===== config.mk =====
export PLATFORM = sky130hd
export DESIGN_NAME = rsthold_meter
export DESIGN_NICKNAME = d
export VERILOG_FILES = /design/src/rtl/rsthold_pkg.sv /design/src/rtl/rsthold_sync.sv /design/src/rtl/rsthold_counter.sv /design/src/rtl/rsthold_regif.sv /design/src/rtl/rsthold_meter.sv
export SDC_FILE = /design/constraint.sdc
export NUM_CORES = 1
export LEC_CHECK = 0
export BUFFER_PORTS_ARGS = -buffer_cell sky130_fd_sc_hd__buf_4
export CAP_MARGIN = 20
export CELL_PAD_IN_SITES_DETAIL_PLACEMENT = 1
export CELL_PAD_IN_SITES_GLOBAL_PLACEMENT = 1
export CORE_MARGIN = 5
export CORE_UTILIZATION = 39
export DETAILED_ROUTE_END_ITERATION = 16
export PLACE_DENSITY = 0.85
export SYNTH_ARGS = -nofsm -noshare
export SYNTH_HDL_FRONTEND = slang
export SYNTH_SLANG_ARGS = --single-unit

===== constraint.sdc =====
create_clock -name clk -period 4.1 [get_ports clk]
set_input_delay 0.82 -clock clk [delete_from_list [all_inputs] [get_ports clk]]
set_output_delay 0.82 -clock clk [all_outputs]
set_load 0.1 [all_outputs]

===== src/rtl/rsthold_pkg.sv =====
package rsthold_pkg;
  localparam int REG_W_DFLT   = 32;
  localparam int CLR_BIT_DFLT = 31;
  localparam int CNT_W_DFLT   = 29;
  localparam int SYNC_DFLT    = 2;
endpackage


===== src/rtl/rsthold_sync.sv =====
// Multi-flop synchronizer for a slow asynchronous level.
module rsthold_sync #(
  parameter int  STAGES  = 2,
  parameter bit  RST_VAL = 1'b1
) (
  input  logic clk,
  input  logic rst_n,
  input  logic din,
  output logic dout
);
  logic [STAGES-1:0] sq_q;
  logic [STAGES-1:0] sq_d;

  generate
    if (STAGES == 1) begin : g_one
      always_comb sq_d = din;
    end else begin : g_many
      always_comb sq_d = {sq_q[STAGES-2:0], din};
    end
  endgenerate

  always_ff @(posedge clk or negedge rst_n) begin
    if (!rst_n) sq_q <= {STAGES{RST_VAL}};
    else        sq_q <= sq_d;
  end

  assign dout = sq_q[STAGES-1];
endmodule


===== src/rtl/rsthold_counter.sv =====
// Saturating hold counter; clear wins over increment.
module rsthold_counter #(
  parameter int CNT_W = 29
) (
  input  logic             clk,
  input  logic             rst_n,
  input  logic             run,
  input  logic             clr,
  output logic [CNT_W-1:0] count
);
  localparam logic [CNT_W-1:0] FULL = {CNT_W{1'b1}};
  localparam logic [CNT_W-1:0] ONE  = {{(CNT_W-1){1'b0}}, 1'b1};

  logic [CNT_W-1:0] cnt_q;
  logic [CNT_W-1:0] cnt_d;
  logic             cnt_en;
  logic             at_full;

  always_comb begin
    at_full = (cnt_q == FULL);
    cnt_en  = clr | (run & ~at_full);
    cnt_d   = clr ? '0 : (cnt_q + ONE);
  end

  always_ff @(posedge clk or negedge rst_n) begin
    if (!rst_n)      cnt_q <= '0;
    else if (cnt_en) cnt_q <= cnt_d;
  end

  assign count = cnt_q;
endmodule


===== src/rtl/rsthold_regif.sv =====
// Register view: clear decode on writes, zero-extended read.
module rsthold_regif #(
  parameter int REG_W   = 32,
  parameter int CLR_BIT = 31,
  parameter int CNT_W   = 29
) (
  input  logic             wr_en,
  input  logic [REG_W-1:0] wr_data,
  input  logic [CNT_W-1:0] count,
  output logic             clr,
  output logic [REG_W-1:0] rd_data
);
  logic unused_wr_bits;

  assign clr            = wr_en & wr_data[CLR_BIT];
  assign unused_wr_bits = ^wr_data;

  generate
    if (CNT_W < REG_W) begin : g_pad
      assign rd_data = {{(REG_W-CNT_W){1'b0}}, count};
    end else begin : g_full
      assign rd_data = count[REG_W-1:0];
    end
  endgenerate
endmodule


===== src/rtl/rsthold_meter.sv =====
module rsthold_meter
  import rsthold_pkg::*;
#(
  parameter int CNT_W       = CNT_W_DFLT,
  parameter int SYNC_STAGES = SYNC_DFLT,
  parameter int REG_W       = REG_W_DFLT,
  parameter int CLR_BIT     = CLR_BIT_DFLT
) (
  input  logic             clk,
  input  logic             rst_n,
  input  logic             btn_n,
  input  logic             wr_en,
  input  logic [REG_W-1:0] wr_data,
  output logic [REG_W-1:0] rd_data
);
  logic             btn_sync_n;
  logic             clr;
  logic [CNT_W-1:0] count;

  rsthold_sync #(.STAGES(SYNC_STAGES), .RST_VAL(1'b1)) u_sync (
    .clk  (clk),
    .rst_n(rst_n),
    .din  (btn_n),
    .dout (btn_sync_n)
  );

  rsthold_counter #(.CNT_W(CNT_W)) u_cnt (
    .clk  (clk),
    .rst_n(rst_n),
    .run  (~btn_sync_n),
    .clr  (clr),
    .count(count)
  );

  rsthold_regif #(.REG_W(REG_W), .CLR_BIT(CLR_BIT), .CNT_W(CNT_W)) u_reg (
    .wr_en  (wr_en),
    .wr_data(wr_data),
    .count  (count),
    .clr    (clr),
    .rd_data(rd_data)
  );
endmodule


==> flow_metrics.env <==
export IMPL_switchingPower_mw=0.238
export IMPL_clk_insertion_delay_late_ns=0.29
export IMPL_synth_cell_type_count=45
export IMPL_fin_nets=254
export IMPL_dr_pass1_iters=4
export IMPL_cts_clk_slew_worst_paths_ns=0.07
export IMPL_r2r_start="u_cnt.count[10]"
export IMPL_critPathLaunchType="register"
export IMPL_grt_max_degree=32
export IMPL_yosysWarnings=0
export IMPL_cts_hold_buffers=0
export IMPL_crit_type="register to register"
export IMPL_final_cells=270
export IMPL_synth_edf_count=0
export IMPL_p_int_mw=0.479
export IMPL_crit_required_ns=4.25
export IMPL_tns_ns=0
export IMPL_vias_per_cell=5.84
export IMPL_status="finished clean"
export IMPL_drc_errors=0
export IMPL_antenna_found_initial=0
export IMPL_cp_num_buf_inv=0
export IMPL_fp_row_count=24
export IMPL_min_delay_start="u_sync.sq_q[0]"
export IMPL_io_pins=68
export IMPL_asyncSetResetFlopFracSynth=1.00
export IMPL_hold_viol=0
export IMPL_numCtsBuffers=5
export IMPL_grt_pass1_wl_um=7830
export IMPL_leakage_nw=0.876
export IMPL_grt_pass1_vias=1664
export IMPL_drt_iter0_drc=91
export IMPL_ant_nets=0
export IMPL_slew_violations=0
export IMPL_core_area_um2=4440
export IMPL_cp_max_fo=15
export IMPL_worstReg2RegEnd="u_cnt.count[5]"
export IMPL_fin_area_um2=2140
export IMPL_finClkSkew_ns=0.00924
export IMPL_syn2layout_area_growth_pct=17.7
export IMPL_grt_use_total=0.162
export IMPL_synth_flop_cell="dfrtp_1"
export IMPL_htreeDepth=2
export IMPL_relSlewSlack=0.351
export IMPL_maxCapViolations=0
export IMPL_cp_slowest_stage_delay_ns=0.97
export IMPL_ff2ff_path_depth=5
export IMPL_hold_end="u_sync.sq_q[1]"
export IMPL_cts_tree="yes"
export IMPL_min_period_ns=2.48
export IMPL_rsz0062_at_grt="no"
export IMPL_ys_seq_elements=31
export IMPL_p_per_area_nw_per_um2=336
export IMPL_die_h_um=78.2
export IMPL_cp_slowest_cell="o41ai_4"
export IMPL_grt_remaining_overflow=0
export IMPL_wl_um=4600
export IMPL_cts_resized=0
export IMPL_vias=1576
export IMPL_cp_arrival_ns=2.63
export IMPL_place_area_um2=2040
export IMPL_netlist_area_um2=1810
export IMPL_start_util=0.408
export IMPL_postCtsSetupBuffers=0
export IMPL_drive_above_1_share=0.317
export IMPL_combPwrFrac=0.189
export IMPL_ir_drop_mv=0.283
export IMPL_hp_class="register to register"
export IMPL_fmax_mhz=404
export IMPL_synth_seq_area_share=0.429
export IMPL_cts_root_buf="clkbuf_8"
export IMPL_crit_path_end_kind="register"
export IMPL_dp_cells=262
export IMPL_worstMarginPinSlew_ns=0.971
export IMPL_switching_share=0.332
export IMPL_place_congestion=0.827
export IMPL_portBuffers=33
export IMPL_crit_chain="nand4_2, or2_1, o41ai_4, or4_2, a21oi_2"
export IMPL_fp_dieArea_um2=6120
export IMPL_syn_inst=187
export IMPL_fin_crit_sh=0.604
export IMPL_rrSetupSlack_ns=1.62
export IMPL_cpLargestDelayFamily="compound AO/OA/AOI/OAI gates"
export IMPL_power_frac_seq=0.461
export IMPL_wl_per_cell_um=17.0
export IMPL_die_width_um=78.2
export IMPL_cts_sinks=31
export IMPL_syn_avg_cell_area_um2=9.70
export IMPL_setup_viol=0
export IMPL_min_delay_path_depth=0
export IMPL_hpwl_um=3320
export IMPL_antenna_cells=0
export IMPL_clkPwrFrac=0.350
export IMPL_cts_buffer_depth=2
==> worst max path at each step <==
stage	depth (start not counted)	startpoint	end
after floorplan	5	u_cnt.count[0]	u_cnt.count[9]
after global placement	5	u_cnt.count[10]	u_cnt.count[9]
after detailed placement	5	u_cnt.count[10]	u_cnt.count[5]
after CTS	5	u_cnt.count[10]	u_cnt.count[5]
after global routing	5	u_cnt.count[10]	u_cnt.count[5]
final	5	u_cnt.count[10]	u_cnt.count[5]
==> cells in the mapped netlist, types with 3 or more instances <==
cell	instances	area, µm²
o21ai_2	4	35.0
nand2_1	18	67.6
nand3_1	9	45.0
or3_2	4	30.0
a21oi_1	16	80.1
or3_1	8	50.1
nand4_1	8	50.1
dfrtp_1	29	726
buf_4	3	22.5
buf_6	3	33.8
o31ai_2	3	37.5
nor2_1	10	37.5
o21ai_0	10	50.1
o31ai_1	7	52.6
a21oi_2	6	52.6
or4_1	7	52.6
clkbuf_1	3	11.3
nor3_1	4	20.0
==> cells in the final DEF (no fill, tap or decap), types with 2 or more instances in the layout <==
master    count
nand4_2       2
o31ai_2       3
nor3_1        4
o21ai_0      10
or4_1         7
nand2_1      18
or3_2         4
dfrtp_1      29
or4_2         2
nor2_1       10
or2_1         2
a21oi_1      16
nand4_1       8
and2_1        2
a21oi_2       6
or3_1         8
and4_1        2
o31ai_1       7
clkbuf_8      6
o21ai_2       4
conb_1        3
nand3_1       9
dfstp_2       2
buf_4        33
==> power groups by stage <==
stage                     Clock [mW]  Combinational [mW]  Sequential (mW)
after floorplan                    0              0.0423            0.400
after detailed placement           0               0.137            0.336
after global routing           0.269               0.144            0.332
after global placement             0               0.134            0.335
after CTS                      0.255               0.137            0.330
final                          0.251               0.136            0.330
==> metal layers <==
metal,GRT usage,vias up,wire (µm)
met5,0,-,0
li1,-,756,-
met2,0.277,26,2310
met3,0.0400,6,156
met1,0.192,788,2050
met4,0.0717,0,78
==> kinds of logic after synthesis <==
kind of cell,synth area share
AO/OA/AOI/OAI,0.193
XOR/XNOR,0.0186
adder cells (fa/ha/maj),0.00690
buffers and inverters,0.0600
flip-flops,0.429
multiplexers,0.00552
other,0.00207
AND/OR/NAND/NOR,0.285
==> sequential cells by signal (all words and copies together), names as in the netlist <==
| register | cells |
|---|---|
| u_cnt.count | 29 |
| u_sync.sq_q | 2 |
==> metrics by stage <==
step / utilization / worst slack [ns] / hold WS, ns / power [mW]
2_1_floorplan: - / 1.48 / 0.345 / 0.442
3_3_place_gp: 0.457 / 1.67 / 0.346 / 0.469
3_5_place_dp: 0.460 / 1.59 / 0.347 / 0.473
4_1_cts: 0.481 / 1.60 / 0.357 / 0.723
5_1_grt: 0.481 / 1.45 / 0.364 / 0.745
6_report: 0.481 / 1.62 / 0.356 / 0.717
==> cell type report <==
type | instances | area [µm²]
Inverter | 1 | 3.75
Timing Repair Buffer | 34 | 263
Clock inverter | 1 | 5.00
Tap cell | 52 | 65.1
Multi-Input combinational cell | 144 | 935
Clock buffer | 7 | 86.3
Sequential cell | 31 | 778
Fill cell | 521 | 2310
(Power assumes the default switching activity.)
